**src/rtl/exc_pkg.sv**
```systemverilog
package exc_pkg;

  typedef enum logic [1:0] {
    ST_IDLE    = 2'd0,
    ST_KILL    = 2'd1,
    ST_RECOVER = 2'd2
  } seq_state_e;

  typedef enum logic [1:0] {
    CMD_ENABLE  = 2'd0,
    CMD_EXT_OFF = 2'd1,
    CMD_NONREC  = 2'd2,
    CMD_NOP     = 2'd3
  } bit_cmd_e;

  // Handler address: base plus cause shifted by the per-cause stride.
  function automatic logic [63:0] vec_addr(input logic [63:0] base,
                                           input logic [7:0]  cause,
                                           input int unsigned shift);
    return base + (64'(cause) << shift);
  endfunction

endpackage

```
**src/rtl/exc_state_bits.sv**
```systemverilog
module exc_state_bits
  import exc_pkg::*;
#(
  parameter int MSR_W  = 8,
  parameter int EE_BIT = 1,
  parameter int RI_BIT = 0
) (
  input  logic             clk,
  input  logic             rst_n,
  input  logic             port_wr,
  input  logic [1:0]       port_sel,
  input  logic             entry_clr,
  output logic             ee,
  output logic             ri,
  output logic [MSR_W-1:0] msr_word
);

  logic cmd_hit;
  logic ee_nxt, ri_nxt;

  always_comb begin
    cmd_hit = port_wr && (bit_cmd_e'(port_sel) != CMD_NOP);
    ee_nxt  = ee;
    ri_nxt  = ri;
    if (entry_clr) begin
      ee_nxt = 1'b0;
      ri_nxt = 1'b0;
    end else if (cmd_hit) begin
      unique case (bit_cmd_e'(port_sel))
        CMD_ENABLE:  begin ee_nxt = 1'b1; ri_nxt = 1'b1; end
        CMD_EXT_OFF: begin ee_nxt = 1'b0; ri_nxt = 1'b1; end
        CMD_NONREC:  begin ee_nxt = 1'b0; ri_nxt = 1'b0; end
        default:     begin ee_nxt = ee;   ri_nxt = ri;   end
      endcase
    end
  end

  always_ff @(posedge clk or negedge rst_n) begin
    if (!rst_n) begin
      ee <= 1'b0;
      ri <= 1'b0;
    end else begin
      ee <= ee_nxt;
      ri <= ri_nxt;
    end
  end

  always_comb begin
    msr_word         = '0;
    msr_word[EE_BIT] = ee;
    msr_word[RI_BIT] = ri;
  end


  entry_clears_bits_chk: assert property (@(posedge clk) disable iff (!rst_n)
    entry_clr |=> (!ee && !ri));


  cmd_enable_chk: assert property (@(posedge clk) disable iff (!rst_n)
    (port_wr && port_sel == 2'd0 && !entry_clr) |=> (ee && ri));


  cmd_nonrec_chk: assert property (@(posedge clk) disable iff (!rst_n)
    (port_wr && port_sel == 2'd2 && !entry_clr) |=> (!ee && !ri));


  cmd_nop_chk: assert property (@(posedge clk) disable iff (!rst_n)
    (port_wr && port_sel == 2'd3 && !entry_clr) |=> ($stable(ee) && $stable(ri)));

endmodule

```
**src/rtl/exc_save_regs.sv**
```systemverilog
module exc_save_regs #(
  parameter int XLEN  = 32,
  parameter int MSR_W = 8
) (
  input  logic             clk,
  input  logic             rst_n,
  input  logic             capture,
  input  logic [XLEN-1:0]  pc_in,
  input  logic [MSR_W-1:0] msr_in,
  output logic [XLEN-1:0]  srr0,
  output logic [MSR_W-1:0] srr1
);

  always_ff @(posedge clk or negedge rst_n) begin
    if (!rst_n) begin
      srr0 <= '0;
      srr1 <= '0;
    end else if (capture) begin
      srr0 <= pc_in;
      srr1 <= msr_in;
    end
  end


  save_pc_chk: assert property (@(posedge clk) disable iff (!rst_n)
    capture |=> (srr0 == $past(pc_in)));


  save_msr_chk: assert property (@(posedge clk) disable iff (!rst_n)
    capture |=> (srr1 == $past(msr_in)));

endmodule

```
**src/rtl/exc_entry_fsm.sv**
```systemverilog
module exc_entry_fsm
  import exc_pkg::*;
#(
  parameter int          XLEN        = 32,
  parameter int          CAUSE_W     = 3,
  parameter logic [63:0] VEC_BASE    = 64'h1000,
  parameter int          VEC_SHIFT   = 8,
  parameter int          EXT_CAUSE   = 5,
  parameter int          RESTORE_CYC = 3
) (
  input  logic               clk,
  input  logic               rst_n,
  input  logic               hq_valid,
  input  logic               hq_done,
  input  logic               hq_fault,
  input  logic [CAUSE_W-1:0] hq_cause,
  input  logic               ext_irq,
  input  logic               ee,
  input  logic               first_issue,
  output logic               recognize,
  output logic               retire,
  output logic               flush,
  output logic               redirect_valid,
  output logic [XLEN-1:0]    redirect_addr,
  output logic               restore_done,
  output logic               busy
);

  localparam int CNT_W = $clog2(RESTORE_CYC + 1);

  seq_state_e         state, state_nxt;
  logic [CNT_W-1:0]   cnt;
  logic               head_ready, take_sync, take_ext;
  logic [7:0]         sel_cause;
  logic               leave;

  always_comb begin
    busy       = (state != ST_IDLE);
    head_ready = !busy && hq_valid && hq_done;
    take_sync  = head_ready && hq_fault;
    take_ext   = head_ready && !hq_fault && ext_irq && ee;
    recognize  = take_sync || take_ext;
    retire     = head_ready && !recognize;
    sel_cause  = take_sync ? 8'(hq_cause) : 8'(EXT_CAUSE);
    flush      = (state == ST_KILL);
    restore_done = busy && (cnt >= CNT_W'(RESTORE_CYC));
    leave      = restore_done && first_issue;
  end

  always_comb begin
    state_nxt = state;
    unique case (state)
      ST_IDLE:    if (recognize) state_nxt = ST_KILL;
      ST_KILL:    state_nxt = leave ? ST_IDLE : ST_RECOVER;
      ST_RECOVER: if (leave) state_nxt = ST_IDLE;
      default:    state_nxt = ST_IDLE;
    endcase
  end

  always_ff @(posedge clk or negedge rst_n) begin
    if (!rst_n) begin
      state          <= ST_IDLE;
      cnt            <= '0;
      redirect_valid <= 1'b0;
      redirect_addr  <= '0;
    end else begin
      state          <= state_nxt;
      redirect_valid <= recognize;
      if (recognize) begin
        cnt           <= CNT_W'(1);
        redirect_addr <= XLEN'(vec_addr(VEC_BASE, sel_cause, VEC_SHIFT));
      end else if (busy && cnt < CNT_W'(RESTORE_CYC)) begin
        cnt <= cnt + 1'b1;
      end
    end
  end


  recog_head_chk: assert property (@(posedge clk) disable iff (!rst_n)
    recognize |-> (hq_valid && hq_done && !busy));


  retire_excl_chk: assert property (@(posedge clk) disable iff (!rst_n)
    !(retire && recognize));


  ext_needs_ee_chk: assert property (@(posedge clk) disable iff (!rst_n)
    (recognize && !hq_fault) |-> ee);


  kill_follows_chk: assert property (@(posedge clk) disable iff (!rst_n)
    recognize |=> (flush && redirect_valid));


  strobe_single_chk: assert property (@(posedge clk) disable iff (!rst_n)
    redirect_valid |=> !redirect_valid);


  restore_bound_chk: assert property (@(posedge clk) disable iff (!rst_n)
    flush |=> ##1 restore_done);


  hold_while_busy_chk: assert property (@(posedge clk) disable iff (!rst_n)
    busy |-> (!recognize && !retire));

endmodule

```
**src/rtl/exc_entry_seq.sv**
```systemverilog
module exc_entry_seq
  import exc_pkg::*;
#(
  parameter int          XLEN        = 32,
  parameter int          CAUSE_W     = 3,
  parameter int          MSR_W       = 8,
  parameter int          EE_BIT      = 1,
  parameter int          RI_BIT      = 0,
  parameter logic [63:0] VEC_BASE    = 64'h1000,
  parameter int          VEC_SHIFT   = 8,
  parameter int          EXT_CAUSE   = 5,
  parameter int          RESTORE_CYC = 3
) (
  input  logic               clk,
  input  logic               rst_n,
  input  logic               hq_valid,
  input  logic               hq_done,
  input  logic               hq_fault,
  input  logic [CAUSE_W-1:0] hq_cause,
  input  logic [XLEN-1:0]    hq_pc,
  input  logic               ext_irq,
  input  logic               port_wr,
  input  logic [1:0]         port_sel,
  input  logic               first_issue,
  output logic               retire,
  output logic               recognize,
  output logic               flush,
  output logic               redirect_valid,
  output logic [XLEN-1:0]    redirect_addr,
  output logic               restore_done,
  output logic               busy,
  output logic [XLEN-1:0]    srr0,
  output logic [MSR_W-1:0]   srr1,
  output logic               msr_ee,
  output logic               msr_ri
);

  logic [MSR_W-1:0] msr_word;

  exc_state_bits #(
    .MSR_W (MSR_W),
    .EE_BIT(EE_BIT),
    .RI_BIT(RI_BIT)
  ) u_bits (
    .clk      (clk),
    .rst_n    (rst_n),
    .port_wr  (port_wr),
    .port_sel (port_sel),
    .entry_clr(recognize),
    .ee       (msr_ee),
    .ri       (msr_ri),
    .msr_word (msr_word)
  );

  exc_entry_fsm #(
    .XLEN       (XLEN),
    .CAUSE_W    (CAUSE_W),
    .VEC_BASE   (VEC_BASE),
    .VEC_SHIFT  (VEC_SHIFT),
    .EXT_CAUSE  (EXT_CAUSE),
    .RESTORE_CYC(RESTORE_CYC)
  ) u_fsm (
    .clk           (clk),
    .rst_n         (rst_n),
    .hq_valid      (hq_valid),
    .hq_done       (hq_done),
    .hq_fault      (hq_fault),
    .hq_cause      (hq_cause),
    .ext_irq       (ext_irq),
    .ee            (msr_ee),
    .first_issue   (first_issue),
    .recognize     (recognize),
    .retire        (retire),
    .flush         (flush),
    .redirect_valid(redirect_valid),
    .redirect_addr (redirect_addr),
    .restore_done  (restore_done),
    .busy          (busy)
  );

  exc_save_regs #(
    .XLEN (XLEN),
    .MSR_W(MSR_W)
  ) u_save (
    .clk    (clk),
    .rst_n  (rst_n),
    .capture(recognize),
    .pc_in  (hq_pc),
    .msr_in (msr_word),
    .srr0   (srr0),
    .srr1   (srr1)
  );

endmodule

```
**config.mk**
```make
export PLATFORM = sky130hd
export DESIGN_NAME = exc_entry_seq
export DESIGN_NICKNAME = d
export VERILOG_FILES = /design/src/rtl/exc_pkg.sv /design/src/rtl/exc_state_bits.sv /design/src/rtl/exc_save_regs.sv /design/src/rtl/exc_entry_fsm.sv /design/src/rtl/exc_entry_seq.sv
export SDC_FILE = /design/constraint.sdc
export NUM_CORES = 1
export LEC_CHECK = 0
export ABC_AREA = 1
export ABC_CLOCK_PERIOD_IN_PS = 1600
export CAP_MARGIN = 10
export CORE_MARGIN = 1.5
export CORE_UTILIZATION = 30
export CTS_CLUSTER_DIAMETER = 40
export DETAILED_ROUTE_END_ITERATION = 8
export PLACE_DENSITY_LB_ADDON = 0.12
export SYNTH_ARGS = -nofsm -noshare
export SYNTH_HDL_FRONTEND = slang
export SYNTH_SLANG_ARGS = --single-unit
```
**constraint.sdc**
```tcl
create_clock -name clk -period 1.6 [get_ports clk]
set_clock_uncertainty 0.15 [all_clocks]
set_input_delay 0.4 -clock clk [delete_from_list [all_inputs] [get_ports clk]]
set_output_delay 0.4 -clock clk [all_outputs]
set_load 0.1 [all_outputs]
```
### After elaboration in Yosys (flattened, before gate mapping)

Index checks and enable logic that the tools add are counted.

| storage, ports and cells | value |
|---|---|
| register bits | 73 |
| bits in latches | 0 |
| RAM bits | 0 |
| memory bits (read-only) | 0 |
| input port bits | 45 |
| output and inout bits | 80 |
| word-level logic and storage cells | 59 |
| memories | 0 |

| operators by class | value |
|---|---|
| add/subtract/negate cells | 2 |
| multipliers | 0 |
| div/mod/pow operators | 0 |
| $lt $le $gt $ge | 2 |
| eq/ne operators | 7 |
| shifts and indexed selects | 0 |
| mux-type cells | 13 |
| bitwise gates (word level) | 0 |
| reduce and logical (&&, ||, !) cells | 27 |

Operator list:

| kind | number |
|---|---|
| adder 13 x 16 -> 17 bit, first input constant | 1 |
| logical AND 1 bit | 11 |
| 2-to-1 mux 2 bit | 5 |
| case mux 2 bit (3 select lines) | 1 |
| AND reduction 2 bit | 3 |
| nonzero test 2 bit | 3 |
| nonzero test 3 bit | 2 |
| == test 2 x 1 -> 1 bit, second input constant | 2 |
| == test 2 bit, second input constant | 2 |
| logical NOT 2 bit | 2 |
| 2-to-1 mux 1 bit | 4 |
| != test 2 x 1 -> 1 bit, second input constant | 2 |
| case mux 1 bit (2 select lines) | 2 |
| OR reduction 2 bit | 2 |
| logical NOT 1 bit | 3 |
| 2-to-1 mux 3 bit | 1 |
| adder 2 x 1 -> 2 bit, second input constant | 1 |
| >= comparator 2 bit, second input constant | 1 |
| less-than comparator 2 bit, second input constant | 1 |
| != test 2 bit, second input constant | 1 |
| logical OR 1 bit | 1 |

### Depth between registers and ports, before layout

Gate-level depths: netlist (run 1).

| logic depth | value |
|---|---|
| depth after elaboration | 10 |
| mapped depth | 6 |
| mapped depth without buffers | 6 |

### Cells and area by module

From an unflattened synthesis (run 1), not the netlist that was laid out.

| unflattened totals | value |
|---|---|
| cell total of the unflattened synthesis | 285 |
| area total of the unflattened synthesis | 2504.9 µm² |

Modules (own cells, without submodules):

| module | instances | cells an instance | area each (µm²) | seq. area each (µm²) |
|---|---|---|---|---|
| exc_save_regs | 1 | 170 | 1605.3 | 1001.0 |
| exc_entry_fsm | 1 | 81 | 653.1 | 225.2 |
| exc_state_bits | 1 | 34 | 246.5 | 50.0 |

### Worst setup path after synthesis (run 1)

OpenSTA, ideal clock, no wires.

| timing path | value |
|---|---|
| path kind | reg2out |
| from | register u_bits.ee |
| to | output port retire |
| arrival | 3343 ps |
| required time | 1050 ps |
| slack | -2293 ps |
| stages on the path, launching flop included | 6 |
| path buffers | 2 |
| path through | dfrtp_1 > nand2_1 > nand2_2 > buf_6 > buf_6 > nor3_1 |

| between the ends | value |
|---|---|
| cells in the longest elaborated chain, start to end | 4 |

Ends and longest elaborated chain:

| item | RTL line | text |
|---|---|---|
| start: declaration | exc_state_bits.sv:13 | `output logic ee,` |
| start signal: assignment | exc_state_bits.sv:43 | `ee <= ee_nxt;` |
| logical AND 1 bit | exc_entry_fsm.sv:41 | `take_ext = head_ready && !hq_fault && ext_irq && ee;` |
| logical OR 1 bit | exc_entry_fsm.sv:42 | `recognize = take_sync \|\| take_ext;` |
| logical NOT 1 bit | exc_entry_fsm.sv:43 | `retire = head_ready && !recognize;` |
| logical AND 1 bit | exc_entry_fsm.sv:43 |  |
| end: declaration | exc_entry_seq.sv:25 | `output logic retire,` |

No other way between the ends.

### Final worst setup path (run 1)

| timing path | value |
|---|---|
| from | register u_bits.ee |
| to | output port recognize |

| between the ends | value |
|---|---|
| cells in the longest elaborated chain, start to end | 2 |

Ends and longest elaborated chain:

| item | RTL line | text |
|---|---|---|
| logical AND 1 bit | exc_entry_fsm.sv:41 |  |
| logical OR 1 bit | exc_entry_fsm.sv:42 |  |
| end: declaration | exc_entry_seq.sv:26 | `output logic recognize,` |

No other way between the ends.

==> impl_metrics.json, run 1 <==
{
  "final_cell_mix": "81 x nand2_1, 49 x buf_12, 42 x dfrtp_1, 39 x clkdlybuf4s50_1, 35 x nand3_2",
  "clockBufferDepth": 2,
  "boundaryPins": 125,
  "min_to": "u_fsm.redirect_addr[9]",
  "overflow": 0,
  "fin_crit_sh_pct": 115,
  "synthAdderAreaFrac_pct": 2.17,
  "fin_cells": 461,
  "worstReg2RegEnd": "u_save.srr0[31]",
  "dp_hpwl_mm": 3.91,
  "r2r_cells": 8,
  "timing.rr.start": "u_fsm.state[1]",
  "worstSetupStartpointType": "flop",
  "die_w_um": 90.6,
  "design.die.area_um2": 8210,
  "yosys_register_bits": 45,
  "tightest_slew_ps": 562,
  "syn_area_um2": 2300,
  "clock-sinks": 45,
  "grt_pass1_wl_mm": 9.32,
  "synthSimpleGateAreaFrac_pct": 28.9,
  "cts_tree": "yes",
  "grt_setup_unrepaired": "true",
  "antenna_found_initial": 0,
  "grt_use_met1_pct": 18.4,
  "critPathKind": "flop to output pin",
  "ys.warnings.count": 0,
  "nets": 410,
  "vias": 1917,
  "drt_first_pass_iters": 4,
  "gp_congestion": 0.691,
  "use_met3_pct": 4.04,
  "synth_top_family_by_area": "simple AND/OR/NAND/NOR gates",
  "min_path_cells": 3,
  "start_util_pct": 31.4,
  "period_needed_ps": 1840,
  "synth-compound-area-share_pct": 0.543,
  "r2r_slack_ps": -10,
  "path_clk_slew_ps": 80,
  "hp-start": "hq_fault",
  "layout_setup_ws_ps": -243,
  "areaGrowthSynthToFinish_pct": 78.0,
  "outcome": "complete, but fails checks",
  "rows": 31,
  "vias_per_cell": 4.16,
  "htree_num_levels": 2,
  "postSynthAreaPerCell_um2": 9.06,
  "hold_viol_final": 0,
  "wirelength_mm": 5.92,
  "maxSlewViolCount": 0,
  "numCtsBuffers": 5,
  "core_um2": 7330,
  "cp.arrival_ps": 1290,
  "drt-wirelength-per-cell_um": 12.8,
  "clkLatencyLatePin_ps": 290,
  "crit_path_end_kind": "output pin",
  "ys_seq_area_share_pct": 48.9,
  "gr-usage-all-layers_pct": 14.0,
  "grt-busiest-layer": "met2",
  "min_path_type": "input pin to flop",
  "drc": 0,
  "synth_xor_area_share_pct": 0,
  "layout_commonest_cell": "nand2_1",
  "crit_fanout": 4,
  "syn_inst": 254,
  "dp_cells": 444,
  "synthMuxAreaShare_pct": 0,
  "fin_tns_setup_ps": -1140,
  "grt_max_degree": 46,
  "drt-initial-drc-count": 60,
  "worst-endpoint-required_ps": 1050,
  "root_buffer": "clkbuf_8",
  "drv_cap": 0,
  "num-fill-cells": 643,
  "drive_above_1_share_pct": 37.3,
  "violations": "negative setup slack",
  "hold_slack_ps": 362,
  "timing.slew.headroom_pct": 62.6,
  "max_freq_mhz": 542,
  "setup_viol_count_final": 8,
  "ant_nets": 0,
  "grt_pass1_vias": 1857,
  "gr-usage-met2_pct": 23.1,
  "die_h_um": 90.6,
  "yosysUniqueCellTypes": 23,
  "num_antenna_cells": 0,
  "port_buffers": 90
}
-- per-layer routing --
layer / share of wire, % / vias to the layer above / wire length [um]
li1: - / 935 / -
met2: 51 / 62 / 3050
met1: 43 / 916 / 2540
met5: 0 / - / 0
met3: 5.1 / 4 / 302
met4: 0.52 / 0 / 31
-- final cells by class --
class,instances,area (um2),share of cell area (%)
flip-flops and latches,45,1130,27.6
inverters,16,70.1,1.71
multi-input cells,181,1050,25.6
clock inverters,1,5.00,0.122
clock buffers,7,96.3,2.35
repair buffers,112,1620,39.6
well taps,99,124,3.02
-- sequential cells by signal (all words and copies together), names as in the netlist --
register              count
u_bits.ri                 1
u_fsm.redirect_addr       4
u_fsm.cnt                 2
u_fsm.state               2
u_save.srr1               2
u_save.srr0              32
u_bits.ee                 1
u_fsm.redirect_valid      1
-- how the worst max path moves through the flow --
stage	from	endpoint	slack (ps)	cells after the start
after floorplan	u_bits.ee	retire	-760	5
after global placement	hq_fault	recognize	-470	6
after detailed placement	hq_fault	recognize	-470	6
after CTS	u_bits.ee	recognize	-290	5
after global routing	u_fsm.state[0]	retire	-310	4
final	u_bits.ee	recognize	-240	5
-- worst max-delay path: stages (launching register included) --
cell and delay [ps]:
dfrtp_4 490, nand2_4 70, nand2_4 80, nand3_4 80
clkinvlp_4 110, buf_12 170
-- repair_timing --
| action | CTS | global route |
|---|---|---|
| gates resized for setup | 13 | 42 |
| gates cloned | 0 | 4 |
| buffers inserted | 2 | 3 |
| hold buffers | 1 | 0 |
| endpoints found under the setup margin | 46 | 39 |
| pin swaps | 5 | 42 |
| hold endpoints to repair | 45 | 0 |
-- kinds of logic (layout without fill, tap and decap cells) --
kind of cell,after synthesis,in the layout
flops,45,45
buf+inv,61,136
other cells,1,34
fa+ha+maj,4,4
compound gates,2,2
simple gates,141,141
-- Yosys cell counts (all sizes together) --
master	n	area [um2]
a22oi	1	7.51
buf	45	384
conb	1	3.75
dfrtp	45	1130
ha	4	50.1
inv	16	60.1
nand2	88	343
nand3	40	243
nand3b	1	7.51
nand4	1	6.26
nor2	8	48.8
nor3	1	5.00
o21ai	1	5.00
or2	2	12.5
-- through the flow --
step	cell area, um2	setup WS [ps]	util (%)
5_1_grt	4100	-310	55.9
3_5_place_dp	3690	-467	50.3
3_3_place_gp	3690	-470	50.3
2_1_floorplan	2460	-759	-
4_1_cts	3840	-290	52.3
6_report	4100	-243	55.9
Power of run 1 is left out: the tool's default activity adds up to more than one toggle a clock period on the data nets, which glitch-free logic cannot reach.
==> run 2, diff against run 1 <==
REMOVE_ABC_BUFFERS = 1   (was default)
==> impl_metrics.json, run 2 (synthesized netlist as in run 1, its figures left out) <==
{
  "period_needed_ps": 1910,
  "drv_cap": 0,
  "multi_input_area_um2": 1000,
  "top_regs": "u_save.srr0 (32), u_fsm.redirect_addr (4)",
  "areaGrowthSynthToFinish_pct": 81.2,
  "layout_commonest_cell": "nand2_1",
  "crit_fanout": 4,
  "grt_max_degree": 46,
  "violations": "negative setup slack",
  "die_h_um": 90.6,
  "critPathKind": "flop to output pin",
  "fin_tns_setup_ps": -2690,
  "drive_above_1_share_pct": 35.7,
  "seqCellArea_um2": 1130,
  "clockBufferDepth": 2,
  "rows": 31,
  "gr-usage-all-layers_pct": 15.5,
  "start_util_pct": 31.4,
  "worst-endpoint-required_ps": 1050,
  "gp_congestion": 0.734,
  "nets": 418,
  "hold_slack_ps": 381,
  "clock-sinks": 45,
  "ant_nets": 0,
  "final_cell_mix": "81 x nand2_1, 52 x buf_12, 44 x dfrtp_1, 39 x clkdlybuf4s50_1, 34 x conb_1",
  "layout_setup_ws_ps": -305,
  "wirelength_mm": 6.20,
  "final_core_util_pct": 56.9,
  "core_um2": 7330,
  "drt-wirelength-per-cell_um": 13.2,
  "grt_pass1_wl_mm": 10.0,
  "top_register": "u_save.srr0",
  "vias": 1935,
  "outcome": "complete, but fails checks",
  "grt_pass1_vias": 1917,
  "setup_viol_count_final": 42,
  "crit_path_end_kind": "output pin",
  "grt_setup_unrepaired": "true",
  "worst_path_max_delay_cell": "dfrtp_1",
  "cts_tree": "yes",
  "vias_per_cell": 4.13,
  "drt_first_pass_iters": 3,
  "preCtsSetupSlack_ps": -465,
  "root_buffer": "clkbuf_8",
  "drt-initial-drc-count": 49,
  "dp_hpwl_mm": 3.75,
  "boundaryPins": 125,
  "htree_num_levels": 2,
  "num_antenna_cells": 0,
  "die_w_um": 90.6,
  "worstSetupStartpointType": "flop",
  "num-fill-cells": 629,
  "cp.arrival_ps": 1360,
  "numCtsBuffers": 5,
  "path_clk_slew_ps": 90,
  "min_path_type": "flop to flop",
  "cp_slowest_stage_delay_ps": 450,
  "drc": 0,
  "port_buffers": 90,
  "clkLatencyLatePin_ps": 290,
  "maxSlewViolCount": 0,
  "max_freq_mhz": 525,
  "overflow": 0,
  "hold_viol_final": 0,
  "largest_reg_flops": 32,
  "path_cells": "inv_2, nand2_4, nor3_4, buf_6, buf_12",
  "antenna_found_initial": 0,
  "fin_crit_sh_pct": 119,
  "design.die.area_um2": 8210
}
==> run 2: cell types whose count changed in the layout (fill, tap and decap cells not counted), moves of 3 or more <==
cell     before  now
buf_12       49   52
buf_16        0    3
buf_4         8   14
buf_6         8    5
nand3_1       4   12
nand3_2      35   27
==> run 2: layer usage <==
metal | wire [um] | GRT usage [%]
met1 | 2650 | 19.7
met5 | 0 | 0
met3 | 388 | 5.13
met2 | 3090 | 25.1
met4 | 63 | 4.37
==> run 2: worst max-delay path: cells and delay by family (launching register included) <==
kind | cells | cell delay [ps]
buf+inv | 3 | 410
simple gates | 2 | 210
flops | 1 | 450
==> run 2: worst paths after layout <==
| kind | startpoint | endpoint | slack (ps) | cells past startpoint |
|---|---|---|---|---|
| max | u_fsm.state[1] | retire | -310 | 5 |
| min in group asynchronous | rst_n | u_save.srr0[25] | 460 | 3 |
| max in group asynchronous | rst_n | u_fsm.state[0] | 580 | 3 |
| min | u_fsm.redirect_addr[12] | u_fsm.redirect_addr[12] | 380 | 2 |
| max reg2reg | u_fsm.state[1] | u_save.srr0[9] | -80 | 9 |
| min reg2reg | u_fsm.redirect_addr[12] | u_fsm.redirect_addr[12] | 380 | 2 |
==> run 2: area by class of cell <==
class | count | share of cell area, %
timing repair buffer | 120 | 41.7
sequential | 45 | 27.0
multi-input combinational | 181 | 24.0
tap | 99 | 2.97
clock buffer | 7 | 2.07
inverter | 16 | 1.50
clock inverter | 1 | 0.720
==> run 2: per-stage QoR <==
stage / cells / instance area [um2]
5_1_grt: 469 / 4170
2_1_floorplan: 242 / 2040
3_5_place_dp: 442 / 3630
6_report: 469 / 4170
3_3_place_gp: 442 / 3630
4_1_cts: 465 / 4110
==> run 2: timing repair <==
item	in CTS	in global routing
pin swaps	41	10
setup buffers	11	7
gates cloned	4	0
gates resized for setup	41	17
setup endpoints to repair	48	47
hold endpoints to repair	45	0
hold buffers	1	0
Power of run 2 is left out for the same reason.
